[config.mk]
export PLATFORM = sky130hd
export DESIGN_NAME = xlt_unit
export DESIGN_NICKNAME = d
export VERILOG_FILES = /design/src/rtl/xlt_pkg.sv /design/src/rtl/xlt_regs.sv /design/src/rtl/xlt_walk.sv /design/src/rtl/xlt_tlb.sv /design/src/rtl/xlt_unit.sv
export SDC_FILE = /design/constraint.sdc
export NUM_CORES = 1
export LEC_CHECK = 0
export ABC_AREA = 1
export BUFFER_PORTS_ARGS = -buffer_cell sky130_fd_sc_hd__buf_2
export CAP_MARGIN = 10
export CORE_MARGIN = 10
export CORE_UTILIZATION = 57
export DETAILED_ROUTE_END_ITERATION = 12
export PLACE_DENSITY_LB_ADDON = 0.2
export SLEW_MARGIN = 20
export SYNTH_ARGS = -nofsm -noshare
export SYNTH_HDL_FRONTEND = slang
export SYNTH_SLANG_ARGS = --single-unit
[constraint.sdc]
create_clock -name clk -period 4.3 [get_ports clk]
set_input_delay 0.86 -clock clk [delete_from_list [all_inputs] [get_ports clk]]
set_output_delay 0.86 -clock clk [all_outputs]
set_load 0.03 [all_outputs]
[src/rtl/xlt_pkg.sv]
package xlt_pkg;
  typedef enum logic [2:0] {
    WK_IDLE,
    WK_L1_RD,
    WK_L1_WT,
    WK_L2_RD,
    WK_L2_WT
  } walk_state_e;

  localparam logic [3:0] OFF_INVAL = 4'h0;
  localparam logic [3:0] OFF_BASE  = 4'h4;
  localparam logic [3:0] OFF_INFO  = 4'h8;
endpackage

[src/rtl/xlt_regs.sv]
module xlt_regs
  import xlt_pkg::*;
#(
  parameter int BASE_W = 27,
  parameter int DATA_W = 32
) (
  input  logic              clk,
  input  logic              rst_n,
  input  logic              wr_en_i,
  input  logic [3:0]        addr_i,
  input  logic [DATA_W-1:0] wdata_i,
  output logic [BASE_W-1:0] base_o,
  output logic              flush_o,
  output logic [DATA_W-1:0] rdata_o
);
  logic [BASE_W-1:0] base_q, base_d;
  logic [DATA_W-1:0] info_q, info_d;
  logic              base_we, info_we;

  always_comb begin
    base_we = wr_en_i && (addr_i == OFF_BASE);
    info_we = wr_en_i && (addr_i == OFF_INFO);
    base_d  = base_we ? wdata_i[BASE_W-1:0] : base_q;
    info_d  = info_we ? wdata_i : info_q;
    flush_o = wr_en_i && (addr_i == OFF_INVAL) && (&wdata_i);
    rdata_o = '0;
    case (addr_i)
      OFF_BASE: rdata_o = DATA_W'(base_q);
      OFF_INFO: rdata_o = info_q;
      default:  rdata_o = '0;
    endcase
  end

  always_ff @(posedge clk or negedge rst_n) begin
    if (!rst_n) begin
      base_q <= '0;
      info_q <= '0;
    end else begin
      base_q <= base_d;
      info_q <= info_d;
    end
  end

  assign base_o = base_q;

  assert_base_write_R2: assert property (@(posedge clk) disable iff (!rst_n)
    (wr_en_i && addr_i == OFF_BASE) |=> (base_o == $past(wdata_i[BASE_W-1:0])));
endmodule

[src/rtl/xlt_walk.sv]
module xlt_walk
  import xlt_pkg::*;
#(
  parameter int ADDR_W = 32,
  parameter int OFF_W  = 12
) (
  input  logic                    clk,
  input  logic                    rst_n,
  input  logic                    start_i,
  input  logic [OFF_W-3:0]        idx1_i,
  input  logic [OFF_W-3:0]        idx2_i,
  input  logic [ADDR_W-OFF_W-1:0] base_pfn_i,
  output logic                    mem_rd_en_o,
  output logic [ADDR_W-1:0]       mem_rd_addr_o,
  input  logic                    mem_rd_valid_i,
  input  logic [ADDR_W-1:0]       mem_rd_data_i,
  output logic                    busy_o,
  output logic                    done_o,
  output logic [ADDR_W-OFF_W-1:0] done_pfn_o
);
  localparam int IDX_W = OFF_W - 2;
  localparam int PFN_W = ADDR_W - OFF_W;

  walk_state_e      state_q, state_d;
  logic [IDX_W-1:0] idx1_q, idx1_d, idx2_q, idx2_d;
  logic [PFN_W-1:0] l1_pfn_q, l1_pfn_d;
  logic             take;
  logic             unused_hi;

  assign unused_hi = ^mem_rd_data_i[ADDR_W-1:PFN_W];

  always_comb begin
    state_d = state_q;
    unique case (state_q)
      WK_IDLE:  if (start_i) state_d = WK_L1_RD;
      WK_L1_RD: state_d = WK_L1_WT;
      WK_L1_WT: if (mem_rd_valid_i) state_d = WK_L2_RD;
      WK_L2_RD: state_d = WK_L2_WT;
      WK_L2_WT: if (mem_rd_valid_i) state_d = WK_IDLE;
      default:  state_d = WK_IDLE;
    endcase
    take     = start_i && (state_q == WK_IDLE);
    idx1_d   = take ? idx1_i : idx1_q;
    idx2_d   = take ? idx2_i : idx2_q;
    l1_pfn_d = (state_q == WK_L1_WT && mem_rd_valid_i) ? mem_rd_data_i[PFN_W-1:0] : l1_pfn_q;
  end

  always_ff @(posedge clk or negedge rst_n) begin
    if (!rst_n) state_q <= WK_IDLE;
    else        state_q <= state_d;
  end

  always_ff @(posedge clk) begin
    idx1_q   <= idx1_d;
    idx2_q   <= idx2_d;
    l1_pfn_q <= l1_pfn_d;
  end

  assign mem_rd_en_o   = (state_q == WK_L1_RD) || (state_q == WK_L2_RD);
  assign mem_rd_addr_o = (state_q == WK_L2_RD) ? {l1_pfn_q, idx2_q, 2'b00}
                                               : {base_pfn_i, idx1_q, 2'b00};
  assign busy_o        = (state_q != WK_IDLE);
  assign done_o        = (state_q == WK_L2_WT) && mem_rd_valid_i;
  assign done_pfn_o    = mem_rd_data_i[PFN_W-1:0];

  assert_single_read_R3: assert property (@(posedge clk) disable iff (!rst_n)
    mem_rd_en_o |=> !mem_rd_en_o);
  assert_no_start_busy_R4: assert property (@(posedge clk) disable iff (!rst_n)
    busy_o |-> !start_i);
endmodule

[src/rtl/xlt_tlb.sv]
module xlt_tlb #(
  parameter int TAG_W   = 20,
  parameter int PFN_W   = 20,
  parameter int ENTRIES = 4
) (
  input  logic             clk,
  input  logic             rst_n,
  input  logic [TAG_W-1:0] lk_tag_i,
  output logic             hit_o,
  output logic [PFN_W-1:0] hit_pfn_o,
  input  logic             flush_i,
  input  logic             fill_en_i,
  input  logic [TAG_W-1:0] fill_tag_i,
  input  logic [PFN_W-1:0] fill_pfn_i
);
  localparam int PTR_W = (ENTRIES > 1) ? $clog2(ENTRIES) : 1;

  logic [ENTRIES-1:0] valid_q, valid_d, hit_vec;
  logic [TAG_W-1:0]   tag_q [ENTRIES];
  logic [PFN_W-1:0]   pfn_q [ENTRIES];
  logic [PTR_W-1:0]   ptr_q, ptr_d;
  logic               do_fill;

  always_comb begin
    hit_pfn_o = '0;
    for (int i = 0; i < ENTRIES; i++) begin
      hit_vec[i] = valid_q[i] && (tag_q[i] == lk_tag_i);
      if (hit_vec[i]) hit_pfn_o = hit_pfn_o | pfn_q[i];
    end
    hit_o   = |hit_vec;
    do_fill = fill_en_i && !flush_i;
    valid_d = valid_q;
    ptr_d   = ptr_q;
    if (flush_i) begin
      valid_d = '0;
    end else if (fill_en_i) begin
      valid_d[ptr_q] = 1'b1;
      ptr_d = (ptr_q == PTR_W'(ENTRIES - 1)) ? '0 : ptr_q + 1'b1;
    end
  end

  always_ff @(posedge clk or negedge rst_n) begin
    if (!rst_n) begin
      valid_q <= '0;
      ptr_q   <= '0;
    end else begin
      valid_q <= valid_d;
      ptr_q   <= ptr_d;
    end
  end

  for (genvar g = 0; g < ENTRIES; g++) begin : g_slot
    always_ff @(posedge clk) begin
      if (do_fill && ptr_q == PTR_W'(g)) begin
        tag_q[g] <= fill_tag_i;
        pfn_q[g] <= fill_pfn_i;
      end
    end
  end

  assert_flush_empties_R8: assert property (@(posedge clk) disable iff (!rst_n)
    flush_i |=> (valid_q == '0));
  assert_unique_tag_R7: assert property (@(posedge clk) disable iff (!rst_n)
    $onehot0(hit_vec));
  assert_rr_moves_R7: assert property (@(posedge clk) disable iff (!rst_n)
    do_fill |=> (ptr_q != $past(ptr_q)));
endmodule

[src/rtl/xlt_unit.sv]
module xlt_unit #(
  parameter int ADDR_W      = 32,
  parameter int OFF_W       = 12,
  parameter int TLB_ENTRIES = 4,
  parameter int BASE_W      = 27
) (
  input  logic              clk,
  input  logic              rst_n,
  input  logic              req_valid,
  input  logic [ADDR_W-1:0] req_vaddr,
  output logic              req_ready,
  output logic              rsp_valid,
  output logic [ADDR_W-1:0] rsp_paddr,
  output logic              mem_rd_en,
  output logic [ADDR_W-1:0] mem_rd_addr,
  input  logic              mem_rd_valid,
  input  logic [ADDR_W-1:0] mem_rd_data,
  input  logic              reg_wr_en,
  input  logic [3:0]        reg_addr,
  input  logic [31:0]       reg_wdata,
  output logic [31:0]       reg_rdata
);
  localparam int PFN_W = ADDR_W - OFF_W;
  localparam int IDX_W = OFF_W - 2;

  logic              flush, busy, walk_done, tlb_hit;
  logic              accept, use_hit, start, fill_en;
  logic [BASE_W-1:0] base;
  logic [PFN_W-1:0]  done_pfn, tlb_pfn, tag_q, tag_d;
  logic [OFF_W-1:0]  off_q, off_d;
  logic              drop_q, drop_d, rsp_valid_d;
  logic [ADDR_W-1:0] rsp_paddr_d;
  logic              unused_base;

  assign unused_base = ^base[BASE_W-1:PFN_W];

  xlt_regs #(.BASE_W(BASE_W), .DATA_W(32)) u_regs (
    .clk(clk), .rst_n(rst_n), .wr_en_i(reg_wr_en), .addr_i(reg_addr),
    .wdata_i(reg_wdata), .base_o(base), .flush_o(flush), .rdata_o(reg_rdata)
  );

  xlt_tlb #(.TAG_W(PFN_W), .PFN_W(PFN_W), .ENTRIES(TLB_ENTRIES)) u_tlb (
    .clk(clk), .rst_n(rst_n), .lk_tag_i(req_vaddr[ADDR_W-1:OFF_W]),
    .hit_o(tlb_hit), .hit_pfn_o(tlb_pfn), .flush_i(flush),
    .fill_en_i(fill_en), .fill_tag_i(tag_q), .fill_pfn_i(done_pfn)
  );

  xlt_walk #(.ADDR_W(ADDR_W), .OFF_W(OFF_W)) u_walk (
    .clk(clk), .rst_n(rst_n), .start_i(start),
    .idx1_i(req_vaddr[ADDR_W-1 -: IDX_W]), .idx2_i(req_vaddr[OFF_W +: IDX_W]),
    .base_pfn_i(base[PFN_W-1:0]), .mem_rd_en_o(mem_rd_en),
    .mem_rd_addr_o(mem_rd_addr), .mem_rd_valid_i(mem_rd_valid),
    .mem_rd_data_i(mem_rd_data), .busy_o(busy), .done_o(walk_done),
    .done_pfn_o(done_pfn)
  );

  always_comb begin
    req_ready   = !busy;
    accept      = req_valid && req_ready;
    use_hit     = accept && tlb_hit && !flush;
    start       = accept && !use_hit;
    fill_en     = walk_done && !drop_q && !flush;
    tag_d       = start ? req_vaddr[ADDR_W-1:OFF_W] : tag_q;
    off_d       = start ? req_vaddr[OFF_W-1:0] : off_q;
    drop_d      = start ? 1'b0 : ((flush && busy) ? 1'b1 : drop_q);
    rsp_valid_d = use_hit || walk_done;
    rsp_paddr_d = use_hit ? {tlb_pfn, req_vaddr[OFF_W-1:0]} : {done_pfn, off_q};
  end

  always_ff @(posedge clk or negedge rst_n) begin
    if (!rst_n) begin
      rsp_valid <= 1'b0;
      drop_q    <= 1'b0;
    end else begin
      rsp_valid <= rsp_valid_d;
      drop_q    <= drop_d;
    end
  end

  always_ff @(posedge clk) begin
    tag_q     <= tag_d;
    off_q     <= off_d;
    if (rsp_valid_d) rsp_paddr <= rsp_paddr_d;
  end

  assert_hit_next_cycle_R5: assert property (@(posedge clk) disable iff (!rst_n)
    (req_valid && req_ready && tlb_hit && !flush) |=> rsp_valid);
  assert_miss_holds_R4: assert property (@(posedge clk) disable iff (!rst_n)
    (req_valid && req_ready && !(tlb_hit && !flush)) |=> !req_ready);
  assert_flush_no_hit_R9: assert property (@(posedge clk) disable iff (!rst_n)
    flush |=> !tlb_hit);
  assert_walk_answers_R10: assert property (@(posedge clk) disable iff (!rst_n)
    walk_done |=> rsp_valid);
endmodule

==> metrics.txt <==
outcome=complete, no violations; Max Cap Viol=0; placed cell area=roughly 0.015 mm²; area share of the largest cell type after synthesis=roughly 56%; Register Area=between 0.009 and 0.01 mm²; post-synthesis register bit count=~330; initial antenna violation count=2; fin util=68.6%; mapped cell area=0.0140 mm²; # nets final=1607; dpl cells=1785; total gr overflow=0; PnR worst setup slack=0.852 ns; routed wire length per instance=17.8 µm; 1st-pass router iterations=5; Antenna Nets Post-Route=0; # DRC=0; reg2reg setup slack=1.74 ns; Hold Fails Final Rpt=0; Rel. slew slack=32.6%; pre-CTS WS=0.885 ns; clk slew on worst S/H paths=0.05 ns; Worst Tran Pin Value=a little over 1 ns; final setup fails=0; Period minus WS final=3.45 ns; switching share of power=27.2%; fin area=approximately 0.017 mm²; critical path startpoint category=input pin; fraction of layout cells with a size suffix above 1=20.7%; post-synth top area cell=edfxtp_1; DR vias=9580; max-slew violations=0; Synth area leaders=edfxtp_1 56%, dfrtp_1 12%, nand2_1 9.0%; floorplan row count=57; TritonCTS clock tree=done; Lkg Pwr=7.51 nW; Boundary Pins=about 200; IO buf count=about 190; NetSw=between 0.002 and 0.0025 W; Core Region=0.0242 mm²; crit-path max FO=21; Post-Syn Instances=around 1.3k; first-pass GRT wire length=51200 µm; Cell Int Power=0.00630 W; Die Span X=between 150 and 200 µm; die area=0.0313 mm²; post-DR vias/cell=5.18; worst path arrival time=2.59 ns; Syn Area/Cell=10.9 µm²; met2 Track Usage GR=36.4%; Reg power frac=a little under half; # clock sinks=334; GR Util met1=24.9%; final wirelength=approximately 33000 µm; Comb power frac=between 10% and 20%; Final Skew=about 0.024 ns; H-tree levels=2; Commonest cells post-synth=336 x nand2_1, 264 x edfxtp_1, 211 x inv_1; Non-Filler Instances=1848; fillers=1805; DPL Wire Length=22200 µm; CTS resizes=0; Unique masters post-synth=30; Crit path required time=3.44 ns; Min-Delay Path Class=input pin to asynchronous set/reset pin; CP Capture Type=output port; Peak VDD IR=0.000351 V; Global Route Usage Sum=20.8%; postcts setup bufs=0; initial core utilization=57.9%; Fmax=slightly below 300 MHz; asr flop ratio synth=21.0%; Die H=between 150 and 200 µm; WS Path Type=input pin to output port; sequential share of the synthesized area=69.0%; Primary FF master, synth=edfxtp_1; Final GP Congestion=approximately 0.94; Inserted Clock Buffers=35; vias in the first global route=9717; most common cell in the netlist=nand2_1; number of synthesized flops with an enable pin=about 260; clock latency on the worst-skew pair=0.52 ns; Sum Neg Setup Slack=0 ns; RSZ-0062 raised after global routing=no; synth-to-layout area growth=18.5%; largest net degree at the start of global routing=65; hold_buf cts=0; Ys Warns=0; gr busiest metal=met2; CTS Root Cell=clkbuf_16; clk buf depth=3; ant diodes=0; met3 usage=under 10%; Tcrit/Tclk final=80.2%; PD cells=520 mW/mm²; Clock power frac=36.1%; footprint of the multi-input gates=roughly 0.0034 mm²; initial drt markers=840
[state kept, by name (all words and copies together), names as in the netlist]
register         cells
drop_q               1
off_q               12
rsp_paddr           32
rsp_valid            1
tag_q               20
u_regs.base_o       27
u_regs.info_q       32
u_tlb.pfn_q         80
u_tlb.ptr_q          2
u_tlb.tag_q         80
u_tlb.valid_q        4
u_walk.idx1_q       10
u_walk.idx2_q       10
u_walk.l1_pfn_q     20
u_walk.state_q       3
[cells in the final DEF, fill, tap and decap left out, types with 7 or more instances in the layout]
| cell | synthesis | routed |
|---|---|---|
| nand2_1 | 336 | 335 |
| edfxtp_1 | 264 | 264 |
| inv_1 | 211 | 211 |
| buf_2 | 6 | 189 |
| nor2_1 | 98 | 93 |
| o21ai_0 | 75 | 75 |
| dfrtp_1 | 70 | 70 |
| o22ai_1 | 40 | 40 |
| clkbuf_16 | 0 | 36 |
| mux2_2 | 23 | 23 |
| a22o_1 | 20 | 20 |
| inv_2 | 19 | 19 |
| or2_1 | 18 | 18 |
| buf_4 | 2 | 16 |
| a21oi_1 | 15 | 15 |
| nand3_1 | 13 | 13 |
| o21ai_1 | 12 | 12 |
| xnor2_1 | 10 | 10 |
| nand4_1 | 8 | 8 |
| clkinv_1 | 0 | 7 |
[worst max-delay path, stage by stage]
cell,delay [ns]
buf_2,0.09
nor2_1,0.16
nand3_1,0.28
inv_1,0.67
a22o_1,0.31
buf_2,0.21
[power by group through the flow]
stage          clock network [W]  registers, W  logic, W
2_1_floorplan                  0       0.00420  0.000873
3_3_place_gp                   0       0.00419   0.00137
3_5_place_dp                   0       0.00421   0.00140
4_1_cts                  0.00318       0.00414   0.00141
5_1_grt                  0.00330       0.00418   0.00153
6_report                 0.00313       0.00414   0.00139
[path summary, 6_finish.rpt]
path | endpoint | cells past startpoint | start
worst max-delay path | reg_rdata[5] | 6 | reg_addr[1]
worst min-delay path | u_regs.info_q[30]$_DFFE_PN0P_ | 1 | rst_n
worst max register to register | off_q[1]$_DFFE_PP_ | 10 | u_tlb.tag_q[1][2]$_DFFE_PP_
worst min register to register | u_regs.info_q[25]$_DFFE_PN0P_ | 2 | u_regs.info_q[25]$_DFFE_PN0P_
max in group asynchronous | u_regs.base_o[13]$_DFFE_PN0P_ | 2 | rst_n
min in group clk | u_regs.info_q[25]$_DFFE_PN0P_ | 2 | u_regs.info_q[25]$_DFFE_PN0P_
[cell type report]
class                   count  area share (%)
well taps                 324            2.44
multi-input cells         689            20.2
flip-flops and latches    334            58.2
clock inverters            19            1.54
repair buffers            208            6.77
clock buffers              44            5.71
inverters                 230            5.19
[per-layer routing]
metal	up-vias	part of all wire (%)
li1	4619	-
met1	4566	40
met2	328	50
met3	63	6.8
met4	4	3.1
met5	-	0.067
[metrics by stage]
stage / hold slack (ns) / power (W)
finish: 0.438 / 0.00866
global placement: 0.467 / 0.00556
detailed placement: 0.474 / 0.00560
floorplan: 0.453 / 0.00507
global route: 0.484 / 0.00902
CTS: 0.454 / 0.00873
[cell families after synthesis]
| kind of cell | synth area share [%] |
|---|---|
| AO/OA/AOI/OAI | 6.84 |
| XOR/XNOR | 0.624 |
| adder cells (fa/ha/maj) | 0.357 |
| buffers and inverters | 7.46 |
| flip-flops | 69.0 |
| multiplexers | 1.85 |
| other | 0.0267 |
| AND/OR/NAND/NOR | 13.9 |
Note: power is estimated with default switching activity, not from simulation.
